`src/rtl/uart_mon_pkg.sv`:
```
package uart_mon_pkg;

    localparam int ERR_W      = 3;
    localparam int NUM_CHECKS = 6;

    // Check numbers; the number is also the reported error code.
    localparam int EC_START     = 1;
    localparam int EC_DATA      = 2;
    localparam int EC_PARITY    = 3;
    localparam int EC_STOP      = 4;
    localparam int EC_BUSY_LOW  = 5;
    localparam int EC_BUSY_HIGH = 6;

    typedef enum logic [1:0] {
        PH_IDLE = 2'd0,
        PH_DATA = 2'd1,
        PH_TAIL = 2'd2,
        PH_GAP  = 2'd3
    } mon_phase_e;

    typedef struct packed {
        logic par_en;
        logic par_fix;
        logic par_sel;
        logic two_stop;
    } line_cfg_t;

endpackage

```
`src/rtl/uart_mon_len_track.sv`:
```
module uart_mon_len_track #(
    parameter int NBITS = 8
) (
    input  logic             clk,
    input  logic             clr,
    input  logic             load,
    input  logic             step,
    input  logic [NBITS-1:0] data,
    output logic             active,
    output logic             at_start,
    output logic             at_data,
    output logic             exp_bit,
    output logic             last_exit
);

    // pos[0] = start bit, pos[k] = data bit k-1
    logic [NBITS:0] pos;

    always_ff @(posedge clk) begin
        if (clr)
            pos <= '0;
        else if (load)
            pos <= {{NBITS{1'b0}}, 1'b1};
        else if (step)
            pos <= {pos[NBITS-1:0], 1'b0};
    end

    assign active    = |pos;
    assign at_start  = pos[0];
    assign at_data   = |pos[NBITS:1];
    assign exp_bit   = |(pos[NBITS:1] & data);
    assign last_exit = step & pos[NBITS];

    assert_onehot_pos_R9: assert property (@(posedge clk) disable iff (clr)
        $onehot0(pos));

    assert_hold_without_strobe_R2: assert property (@(posedge clk) disable iff (clr)
        (!step && !load) |=> $stable(pos));

endmodule

```
`src/rtl/uart_mon_tail_track.sv`:
```
module uart_mon_tail_track (
    input  logic clk,
    input  logic clr,
    input  logic enter,
    input  logic step,
    input  logic par_en,
    input  logic two_stop,
    output logic in_par,
    output logic in_stop1,
    output logic in_stopf,
    output logic in_gap,
    output logic active
);

    localparam int TP_PAR   = 0;
    localparam int TP_STOP1 = 1;
    localparam int TP_STOPF = 2;

    logic [2:0] tail, nxt;
    logic       gap;

    always_comb begin
        nxt = '0;
        if (tail[TP_PAR]) begin
            if (two_stop) nxt[TP_STOP1] = 1'b1;
            else          nxt[TP_STOPF] = 1'b1;
        end
        if (tail[TP_STOP1])
            nxt[TP_STOPF] = 1'b1;
        if (enter) begin
            if (par_en)        nxt[TP_PAR]   = 1'b1;
            else if (two_stop) nxt[TP_STOP1] = 1'b1;
            else               nxt[TP_STOPF] = 1'b1;
        end
    end

    always_ff @(posedge clk) begin
        if (clr) begin
            tail <= '0;
            gap  <= 1'b0;
        end else begin
            gap <= step & tail[TP_STOPF];
            if (step)
                tail <= nxt;
        end
    end

    assign in_par   = tail[TP_PAR];
    assign in_stop1 = tail[TP_STOP1];
    assign in_stopf = tail[TP_STOPF];
    assign in_gap   = gap;
    assign active   = |tail;

    assert_onehot_tail_R9: assert property (@(posedge clk) disable iff (clr)
        $onehot0(tail));

    assert_gap_one_clock_R11: assert property (@(posedge clk) disable iff (clr)
        gap |=> !gap);

    assert_after_parity_R5: assert property (@(posedge clk) disable iff (clr)
        (tail[TP_PAR] && step) |=> (tail[TP_STOP1] || tail[TP_STOPF]));

endmodule

```
`src/rtl/uart_mon_err.sv`:
```
module uart_mon_err
    import uart_mon_pkg::*;
#(
    parameter int NCHK = NUM_CHECKS
) (
    input  logic             clk,
    input  logic             rst,
    input  logic [NCHK:1]    hit,
    output logic             flag,
    output logic [ERR_W-1:0] code
);

    logic [ERR_W-1:0] first;

    // lowest numbered failing check wins
    always_comb begin
        first = '0;
        for (int i = NCHK; i >= 1; i--)
            if (hit[i]) first = ERR_W'(i);
    end

    always_ff @(posedge clk) begin
        if (rst) begin
            flag <= 1'b0;
            code <= '0;
        end else if (!flag && (|hit)) begin
            flag <= 1'b1;
            code <= first;
        end
    end

    assert_sticky_R10: assert property (@(posedge clk) disable iff (rst)
        flag |=> (flag && $stable(code)));

    assert_first_hit_sets_R10: assert property (@(posedge clk) disable iff (rst)
        (!flag && (|hit)) |=> (flag && code != '0));

endmodule

```
`src/rtl/uart_frame_monitor.sv`:
```
module uart_frame_monitor
    import uart_mon_pkg::*;
#(
    parameter int MIN_LEN = 5,
    parameter int LEN_W   = 2,
    parameter int DATA_W  = MIN_LEN + (1 << LEN_W) - 1
) (
    input  logic              clk,
    input  logic              rst,
    input  logic              brk,
    input  logic              wr_stb,
    input  logic [DATA_W-1:0] wr_data,
    input  logic              busy,
    input  logic              tx,
    input  logic              baud_end,
    input  logic [LEN_W-1:0]  cfg_len,
    input  logic              cfg_par_en,
    input  logic              cfg_par_fix,
    input  logic              cfg_par_sel,
    input  logic              cfg_two_stop,
    output logic              err_flag,
    output logic [ERR_W-1:0]  err_code,
    output logic              frame_done
);

    localparam int NUM_LEN = 1 << LEN_W;

    mon_phase_e          phase, phase_nxt;
    logic                clr, acc;
    logic [DATA_W-1:0]   masked, cap_data;
    line_cfg_t           cap_cfg;
    logic [NUM_LEN-1:0]  len_act, len_start, len_data, len_exp, len_exit;
    logic                in_par, in_stop1, in_stopf, in_gap, tail_act;
    logic                par_bit, frame_pos, chk_on;
    logic [NUM_CHECKS:1] hit;

    assign clr = rst | brk;
    assign acc = wr_stb & ~busy & ((phase == PH_IDLE) | (phase == PH_GAP));

    // keep only the bits that belong to the selected length
    always_comb begin
        for (int i = 0; i < DATA_W; i++)
            masked[i] = wr_data[i] & (i < MIN_LEN + int'(cfg_len));
    end

    always_ff @(posedge clk) begin
        if (rst) begin
            cap_data <= '0;
            cap_cfg  <= '0;
        end else if (acc) begin
            cap_data <= masked;
            cap_cfg  <= '{par_en: cfg_par_en, par_fix: cfg_par_fix,
                          par_sel: cfg_par_sel, two_stop: cfg_two_stop};
        end
    end

    for (genvar g = 0; g < NUM_LEN; g++) begin : g_len
        localparam int NB = MIN_LEN + g;
        uart_mon_len_track #(.NBITS(NB)) u_track (
            .clk       (clk),
            .clr       (clr),
            .load      (acc && (cfg_len == LEN_W'(g))),
            .step      (baud_end),
            .data      (cap_data[NB-1:0]),
            .active    (len_act[g]),
            .at_start  (len_start[g]),
            .at_data   (len_data[g]),
            .exp_bit   (len_exp[g]),
            .last_exit (len_exit[g])
        );
    end

    uart_mon_tail_track u_tail (
        .clk      (clk),
        .clr      (clr),
        .enter    (|len_exit),
        .step     (baud_end),
        .par_en   (cap_cfg.par_en),
        .two_stop (cap_cfg.two_stop),
        .in_par   (in_par),
        .in_stop1 (in_stop1),
        .in_stopf (in_stopf),
        .in_gap   (in_gap),
        .active   (tail_act)
    );

    // state register
    always_ff @(posedge clk) begin
        if (clr) phase <= PH_IDLE;
        else     phase <= phase_nxt;
    end

    always_comb begin
        phase_nxt = phase;
        unique case (phase)
            PH_IDLE: if (acc)                    phase_nxt = PH_DATA;
            PH_DATA: if (|len_exit)              phase_nxt = PH_TAIL;
            PH_TAIL: if (baud_end && in_stopf)   phase_nxt = PH_GAP;
            PH_GAP:  phase_nxt = acc ? PH_DATA : PH_IDLE;
        endcase
    end

    // check outputs
    always_comb begin
        par_bit   = cap_cfg.par_fix ? cap_cfg.par_sel : ((^cap_data) ^ cap_cfg.par_sel);
        frame_pos = (|len_act) | tail_act;
        chk_on    = ~brk;
        hit = '0;
        hit[EC_START]     = chk_on & (|len_start) & tx;
        hit[EC_DATA]      = chk_on & (|len_data) & (tx != (|len_exp));
        hit[EC_PARITY]    = chk_on & in_par & (tx != par_bit);
        hit[EC_STOP]      = chk_on & (in_stop1 | in_stopf) & ~tx;
        hit[EC_BUSY_LOW]  = chk_on & frame_pos & ~busy;
        hit[EC_BUSY_HIGH] = chk_on & in_gap & busy;
    end

    uart_mon_err #(.NCHK(NUM_CHECKS)) u_err (
        .clk  (clk),
        .rst  (rst),
        .hit  (hit),
        .flag (err_flag),
        .code (err_code)
    );

    assign frame_done = in_gap;

    assert_len_exclusive_R4: assert property (@(posedge clk) disable iff (clr)
        ($countones(len_act) <= 1) && !((|len_act) && tail_act));

    assert_phase_data_R4: assert property (@(posedge clk) disable iff (clr)
        (phase == PH_DATA) == (|len_act));

    assert_phase_tail_R5: assert property (@(posedge clk) disable iff (clr)
        (phase == PH_TAIL) == tail_act);

    assert_phase_gap_R11: assert property (@(posedge clk) disable iff (clr)
        (phase == PH_GAP) == frame_done);

    assert_accept_loads_R1: assert property (@(posedge clk) disable iff (clr)
        acc |=> ((|len_start) && $countones(len_act) == 1));

endmodule

```
`config.mk`:
```
export PLATFORM = sky130hd
export DESIGN_NAME = uart_frame_monitor
export DESIGN_NICKNAME = d
export VERILOG_FILES = /design/src/rtl/uart_mon_pkg.sv /design/src/rtl/uart_mon_len_track.sv /design/src/rtl/uart_mon_tail_track.sv /design/src/rtl/uart_mon_err.sv /design/src/rtl/uart_frame_monitor.sv
export SDC_FILE = /design/constraint.sdc
export NUM_CORES = 1
export LEC_CHECK = 0
export ABC_CLOCK_PERIOD_IN_PS = 5200
export BUFFER_PORTS_ARGS = -buffer_cell sky130_fd_sc_hd__buf_2
export CORE_ASPECT_RATIO = 1.4
export CORE_MARGIN = 2
export CORE_UTILIZATION = 52
export CTS_BUF_LIST = sky130_fd_sc_hd__clkbuf_4
export CTS_CLUSTER_SIZE = 8
export DETAILED_ROUTE_END_ITERATION = 10
export MAX_ROUTING_LAYER = met4
export PLACE_DENSITY = 0.69
export SYNTH_ARGS = -nofsm -noshare
export SYNTH_HDL_FRONTEND = slang
export SYNTH_SLANG_ARGS = --single-unit
```
`constraint.sdc`:
```
create_clock -name clk -period 5.2 [get_ports clk]
set_clock_uncertainty 0.2 [all_clocks]
set_input_delay 0.26 -clock clk [delete_from_list [all_inputs] [get_ports clk]]
set_output_delay 0.26 -clock clk [all_outputs]
set_load 0.05 [all_outputs]
```
==> flow_summary.yaml, run 1 <==
run_status:
  run_status: "finished, final reports clean"
power:
  total_leakage_power_uw: 0.00110
  power.density_cell_area_mw_per_mm2: 264
  ir_drop_mv: 0.213
  power.total_uw: 723
drt:
  met2_wirelength_um: 2680
  vias: 2037
  route.detailed.drc: 0
  routedLengthMet1_um: 2300
  met3_wirelength_um: 151
  maxUsedRoutingLayer: "met4"
  wl_per_cell_um: 14.3
  postRouteAntennaNets: 0
  detail_route.iter0.violations: 125
  wl_um: 5290
  firstDrtPassIters: 4
  vias_per_cell: 5.51
yosys:
  synth_area_leader_cell: "sky130_fd_sc_hd__dfxtp_1"
  synth_most_common_cell: "sky130_fd_sc_hd__dfxtp_1"
  post_synth_num_cell_types: 43
  synthesis.area_per_instance_um2: 8.63
  area_share_of_the_largest_cell_type_after_synthesis: 0.443
  postSynthCellCount: 272
  synth.ff_latch_count: 52
  ys_async_sr_fraction: 0
  ys_seq_area_frac: 0.443
  synth_enable_flop_cells: 0
  post_synthesis_instance_area_mm2: 0.00235
  synth-main-ff-cell: "sky130_fd_sc_hd__dfxtp_1"
  yosys-top-cells-count: "sky130_fd_sc_hd__dfxtp_1, sky130_fd_sc_hd__nor2_1, sky130_fd_sc_hd__nand2_1"
  synth-warning-count: 0
  mappedNetlistNets: 297
  synth_top_cells_by_area: "sky130_fd_sc_hd__dfxtp_1, sky130_fd_sc_hd__mux2i_1, sky130_fd_sc_hd__nor2_1"
timing:
  drv_slew: 0
  layout_worst_path_cycle_share: 0.538
  fin_crit_ns: 2.80
  slew_hr: 0.377
  fin_setup_tns_ns: 0
  setup_viol: 0
  timing.final.hold_violations: 0
  tightest_slew_ns: 0.931
  fmaxAchievable_mhz: 358
  rsz0062_at_grt: "no"
setup_path:
  critical_path.top_delay_family: "simple AND/OR/NAND/NOR gates"
  cpMaxStageDelayCell: "sky130_fd_sc_hd__nor2_1"
  timing.critical_path.fanout_max: 14
  critPathCaptureType: "register"
  cp_slowest_stage_delay_ns: 0.73
  ws_path_type: "reg2reg"
  cp_num_buf_inv: 2
  arrival_ns: 2.92
  crit_path_cell_trace: "inv_1 > ha_1 > nor2_1 > nand4_1 > dlygate4sd3_1 > a21oi_1"
  critical_path_start_type: "register"
  worstPathRequired_ns: 5.33
clocking:
  clk-insertion-delay-late_ns: 0.39
  clock_sink_total: 52
  clk_transition_reported_paths_ns: 0.16
  cts.path.max_buffers: 2
  tritoncts: "done"
  htree_levels: 2
  cts_buffers: 5
  clk_root_buffer_cell: "sky130_fd_sc_hd__clkbuf_4"
floorplanning:
  start_util: 0.549
  die_width_um: 60.8
  core_mm2: 0.00427
  fp.dieArea_mm2: 0.00508
  num_rows: 28
  die_h_um: 83.5
  design.portCount: 26
place:
  place_hpwl_um: 3740
  place_congestion: 0.914
  post_dp_cell_area_mm2: 0.00251
  placed_cells: 347
  place.port_buffers: 25
cells_and_area:
  nets: 334
  num-fill-cells: 386
  layout-drive-gt1-share: 0.132
  postLayoutCellArea_mm2: 0.00274
  layout.cells.non_filler: 370
  n_antenna_cell: 0
  flow.area_growth_from_synthesis_pct: 16.5
grt:
  grt_util_all_layers: 0.226
  global_route.overflow_total: 0
  grt_start_max_net_pins: 34
  grt_pass1_wl_um: 8650
  vias_in_the_first_global_route: 1933
  grt_antenna_before_repair: 0
flow_run:
  drv.max_cap_violation_count: 0
hold_path:
  timing.hold.worst.class: "in2reg"
## report_power, final
group          leakage (uW)  switching [uW]  internal (uW)  total, uW
clock             0.0000412             132            100        232
sequential         0.000421            6.77            405        412
combinational      0.000634            44.8           34.3       79.2
## cells in the final DEF, fill, tap and decap left out, types with 2 or more instances in the layout
cell type,Yosys,layout
sky130_fd_sc_hd__or2_2,2,2
sky130_fd_sc_hd__dlygate4sd3_1,0,15
sky130_fd_sc_hd__mux2i_1,27,27
sky130_fd_sc_hd__nor4_1,5,5
sky130_fd_sc_hd__clkbuf_4,0,5
sky130_fd_sc_hd__o21ai_0,7,7
sky130_fd_sc_hd__o211ai_1,3,3
sky130_fd_sc_hd__or4_1,3,3
sky130_fd_sc_hd__dfxtp_1,52,52
sky130_fd_sc_hd__nand4_1,3,3
sky130_fd_sc_hd__nor2_1,41,41
sky130_fd_sc_hd__ha_1,4,4
sky130_fd_sc_hd__a21oi_1,23,23
sky130_fd_sc_hd__nand3_1,3,3
sky130_fd_sc_hd__buf_2,1,25
sky130_fd_sc_hd__and2_1,2,2
sky130_fd_sc_hd__a31oi_1,4,4
sky130_fd_sc_hd__nor3_1,6,6
sky130_fd_sc_hd__and3_1,2,2
sky130_fd_sc_hd__nand2_1,35,35
sky130_fd_sc_hd__o41ai_1,4,4
sky130_fd_sc_hd__xnor2_1,7,7
sky130_fd_sc_hd__inv_1,9,9
## registers in the layout, summed over array words and instances (netlist names)
signal,cells
u_err.code,3
cap_data,8
u_tail.tail,3
phase,2
g_len.u_track.pos,30
cap_cfg,4
u_err.flag,1
u_tail.in_gap,1
## routing by layer
layer | track usage | vias to the layer above
li1 | - | 1034
met1 | 0.269 | 948
met2 | 0.370 | 41
met3 | 0.0372 | 14
met4 | 0.0889 | 0
met5 | - | -
## per-stage QoR
step | utilization | worst slack [ns] | hold WS (ns)
3_5_place_dp | 0.586 | 2.53 | 0.248
3_3_place_gp | 0.586 | 2.58 | 0.246
2_1_floorplan | - | 2.66 | 0.194
6_report | 0.640 | 2.40 | 0.00948
5_1_grt | 0.640 | 2.16 | 0.0200
4_1_cts | 0.640 | 2.43 | 0.00858
## cell families after synthesis
family	count (synthesis)	share of synthesized area
xor+xnor	8	0.0298
simple gates	111	0.220
compound gates	51	0.139
buf+inv	19	0.0325
mux	27	0.115
fa+ha+maj	4	0.0213
flops	52	0.443
## path summary, 6_finish.rpt
check                                    from                      end  slack (ns)  depth (start not counted)
worst min-delay path               cfg_len[0]  g_len[1].u_track.pos[0]       0.009                          3
worst max-delay path                 phase[0]              cap_data[7]        2.40                          6
worst min register to register  u_err.code[1]            u_err.code[1]        0.27                          2
worst max register to register       phase[0]              cap_data[7]        2.40                          6
## worst min-delay path, delay by kind of cell
family                 cells  cell delay, ns
AO/OA/AOI/OAI              1            0.06
buffers and inverters      1            0.14
AND/OR/NAND/NOR            1            0.11
## layout make-up
| class | count | area, um^2 | share of cell area |
|---|---|---|---|
| repair buffers | 40 | 275 | 0.101 |
| well taps | 60 | 75.1 | 0.0274 |
| inverters | 9 | 33.8 | 0.0123 |
| flip-flops and latches | 52 | 1040 | 0.380 |
| clock buffers | 5 | 37.5 | 0.0137 |
| multi-input cells | 201 | 1230 | 0.450 |
| clock inverters | 3 | 42.5 | 0.0155 |
## what timing repair did
item	CTS	global route
buffers inserted	0	0
hold buffers	15	0
setup endpoints to repair	0	0
gates resized for setup	0	0
hold endpoints to repair	13	0
Note: power is estimated with default switching activity, not from simulation.
==> inputs of run 2 (changes only) <==
--- a/config.mk
+++ b/config.mk
@@ -5,7 +5,8 @@
 export SDC_FILE = /design/constraint.sdc
 export NUM_CORES = 1
 export LEC_CHECK = 0
-export ABC_CLOCK_PERIOD_IN_PS = 5200
+export ABC_AREA = 1
+export ABC_CLOCK_PERIOD_IN_PS = 2500
 export BUFFER_PORTS_ARGS = -buffer_cell sky130_fd_sc_hd__buf_2
 export CORE_ASPECT_RATIO = 1.4
 export CORE_MARGIN = 2
@@ -14,7 +15,7 @@
 export CTS_CLUSTER_SIZE = 8
 export DETAILED_ROUTE_END_ITERATION = 10
 export MAX_ROUTING_LAYER = met4
-export PLACE_DENSITY = 0.69
+export PLACE_DENSITY = 0.71
 export SYNTH_ARGS = -nofsm -noshare
 export SYNTH_HDL_FRONTEND = slang
 export SYNTH_SLANG_ARGS = --single-unit
==> constraint.sdc (replaced) <==
create_clock -name clk -period 2.5 [get_ports clk]
set_clock_uncertainty 0.2 [all_clocks]
set_input_delay 0.125 -clock clk [delete_from_list [all_inputs] [get_ports clk]]
set_output_delay 0.125 -clock clk [all_outputs]
set_load 0.05 [all_outputs]
==> run 2 against run 1 <==
Against the previous run:
- sequential share of layout area decreased by 6.2 points
- first-iteration DRC count increased by 58%
- combinational power increased to 3.2 times the previous value
- clock-buffer cell count unchanged
- sequential cell count unchanged
- total power increased by 120%
- worst setup slack got worse by 2.3 ns
- non-clock buffer count increased by 15
- die area increased by 17%
- via count increased by 36%
- synthesized cell count increased by 57%
- area after synthesis increased by 18%
- critical path type unchanged
- critical endpoint unchanged
- largest cell class unchanged
- highest routed layer unchanged
==> flow_summary.yaml, run 2 <==
yosys:
  area_share_of_the_largest_cell_type_after_synthesis: 0.377
  ys_seq_area_frac: 0.377
  ys_async_sr_fraction: 0
  post_synthesis_instance_area_mm2: 0.00276
  postSynthCellCount: 427
  synth_area_leader_cell: "sky130_fd_sc_hd__dfxtp_1"
  synth-warning-count: 0
  synth_most_common_cell: "sky130_fd_sc_hd__nand2_1"
  synthesis.area_per_instance_um2: 6.47
  synth-main-ff-cell: "sky130_fd_sc_hd__dfxtp_1"
  synth_enable_flop_cells: 0
  largest_family_of_logic_cells_by_synthesized_area: "simple AND/OR/NAND/NOR gates"
  synth_mux_area_frac: 0
  synth.ff_latch_count: 52
  synthXorXnorAreaFrac: 0.0285
  post_synth_num_cell_types: 29
  mappedNetlistNets: 452
  post_synth_and_or_nand_nor_area_fraction: 0.381
  synth_top_cells_by_area: "sky130_fd_sc_hd__dfxtp_1, sky130_fd_sc_hd__nand2_1, sky130_fd_sc_hd__a21oi_1"
  synth_adder_area_share: 0.0181
  synth_compound_gate_area_share: 0.118
  yosys-top-cells-count: "sky130_fd_sc_hd__nand2_1, sky130_fd_sc_hd__nor2_1, sky130_fd_sc_hd__dfxtp_1"
setup_path:
  crit_start: "phase[0]"
  r2r-start: "phase[0]"
  critPathCaptureType: "register"
  worstPathRequired_ns: 2.62
  arrival_ns: 2.47
  critical_path_start_type: "register"
  timing.critical_path.fanout_max: 17
  ws_path_type: "reg2reg"
  timing.reg2reg.worst_path_depth: 9
timing:
  fin_crit_ns: 2.35
  setup_viol: 0
  fmaxAchievable_mhz: 425
  whs_ns: 0.0437
  drv_slew: 0
  layout_worst_path_cycle_share: 0.942
  slew_hr: 0.548
  tightest_slew_ns: 0.675
  rsz0062_at_grt: "no"
  timing.final.hold_violations: 0
  fin_setup_tns_ns: 0
cells_and_area:
  final_common_cell: "sky130_fd_sc_hd__nand2_1"
  max_flop_register: "g_len.u_track.pos"
  layout.cells.non_filler: 543
  n_antenna_cell: 0
  final_cell_mix: "sky130_fd_sc_hd__nand2_1, sky130_fd_sc_hd__nor2_1, sky130_fd_sc_hd__dfxtp_1, sky130_fd_sc_hd__a21oi_1, sky130_fd_sc_hd__inv_1"
  flow.area_growth_from_synthesis_pct: 18.6
  largest_registers: "g_len.u_track.pos (30), cap_data (8), cap_cfg (4)"
  nets: 501
  largest_register_ffs: 30
  layout-drive-gt1-share: 0.136
floorplanning:
  design.portCount: 26
  num_rows: 31
  core_mm2: 0.00516
  start_util: 0.536
  die_h_um: 90.2
  die_width_um: 65.6
  fp.dieArea_mm2: 0.00592
power:
  total_leakage_power_uw: 0.00147
  ir_drop_mv: 0.316
  power.density_cell_area_mw_per_mm2: 496
drt:
  wl_um: 6980
  firstDrtPassIters: 4
  vias_per_cell: 5.09
  route.detailed.drc: 0
  vias: 2765
  detail_route.iter0.violations: 197
  postRouteAntennaNets: 0
  wl_per_cell_um: 12.9
clocking:
  clock_sink_total: 52
  tritoncts: "done"
  clk-insertion-delay-late_ns: 0.38
  cts.path.max_buffers: 2
  htree_levels: 2
  cts_buffers: 5
  clk_transition_reported_paths_ns: 0.16
  clk_root_buffer_cell: "sky130_fd_sc_hd__clkbuf_4"
place:
  place_hpwl_um: 4920
  place_congestion: 0.966
  place.port_buffers: 25
  placed_cells: 508
flow_run:
  drv.max_cap_violation_count: 0
run_status:
  run_status: "finished, final reports clean"
grt:
  vias_in_the_first_global_route: 2562
  global_route.overflow_total: 0
  grt_antenna_before_repair: 0
  grt_util_all_layers: 0.259
  grt_pass1_wl_um: 11600
  grt_start_max_net_pins: 34
hold_path:
  timing.hold.worst.class: "in2reg"
  worstHoldStart: "brk"
  min_delay_path_depth: 4
-- run 2: cell families after synthesis --
group / after synthesis
AO/OA/AOI/OAI: 63
XOR/XNOR: 9
adder cells (fa/ha/maj): 4
buffers and inverters: 49
flip-flops: 52
AND/OR/NAND/NOR: 250
-- run 2: critical path: stages (launching register included) --
cell	delay (ns)
sky130_fd_sc_hd__dfxtp_2	0.39
sky130_fd_sc_hd__inv_1	0.06
sky130_fd_sc_hd__ha_1	0.28
sky130_fd_sc_hd__inv_1	0.07
sky130_fd_sc_hd__nand3_1	0.14
sky130_fd_sc_hd__buf_4	0.24
sky130_fd_sc_hd__nor3_2	0.16
sky130_fd_sc_hd__nand2_1	0.06
sky130_fd_sc_hd__dlygate4sd3_1	0.56
sky130_fd_sc_hd__a21oi_1	0.13
-- run 2: power breakdown --
group,total [uW],switching (uW),internal (uW),leakage (uW)
logic,255,156,99.1,0.00101
clock network,487,278,209,0.0000412
registers,883,31.0,852,0.000422
total,1620,465,1160,0.00147
-- run 2: stage by stage --
step	area [um^2]	worst slack, ns	util	power (uW)
2_1_floorplan	2760	0.667	-	1060
3_3_place_gp	2920	0.525	0.565	1120
3_5_place_dp	2920	0.459	0.565	1120
4_1_cts	3270	0.125	0.633	1620
5_1_grt	3280	0.0307	0.635	1700
6_report	3280	0.146	0.635	1620
-- run 2: final timing paths --
path | end | slack (ns)
setup / recovery | cap_data[7] | 0.15
hold / removal | phase[1] | 0.04
setup reg to reg | cap_data[7] | 0.15
hold reg to reg | u_tail.tail[0] | 0.28
-- run 2: layout make-up --
type | instances | area [um^2]
Tap cell | 66 | 82.6
Multi-Input combinational cell | 326 | 1510
Sequential cell | 52 | 1040
Clock buffer | 5 | 37.5
Inverter | 36 | 139
Clock inverter | 3 | 42.5
Timing Repair Buffer | 55 | 418
Fill cell | 474 | 1880
-- run 2: what timing repair did --
| action | in CTS | in global routing |
|---|---|---|
| hold buffers | 27 | 0 |
| buffers inserted | 0 | 0 |
| setup endpoints to repair | 0 | 3 |
| endpoints found under the hold margin | 21 | 0 |
| gates resized for setup | 0 | 4 |
-- run 2: per-layer routing --
| layer | global-route usage | wire length, um |
|---|---|---|
| met2 | 0.457 | 3630 |
| met1 | 0.294 | 2920 |
| met4 | 0.0868 | 196 |
| met5 | - | 0 |
| met3 | 0.0338 | 231 |
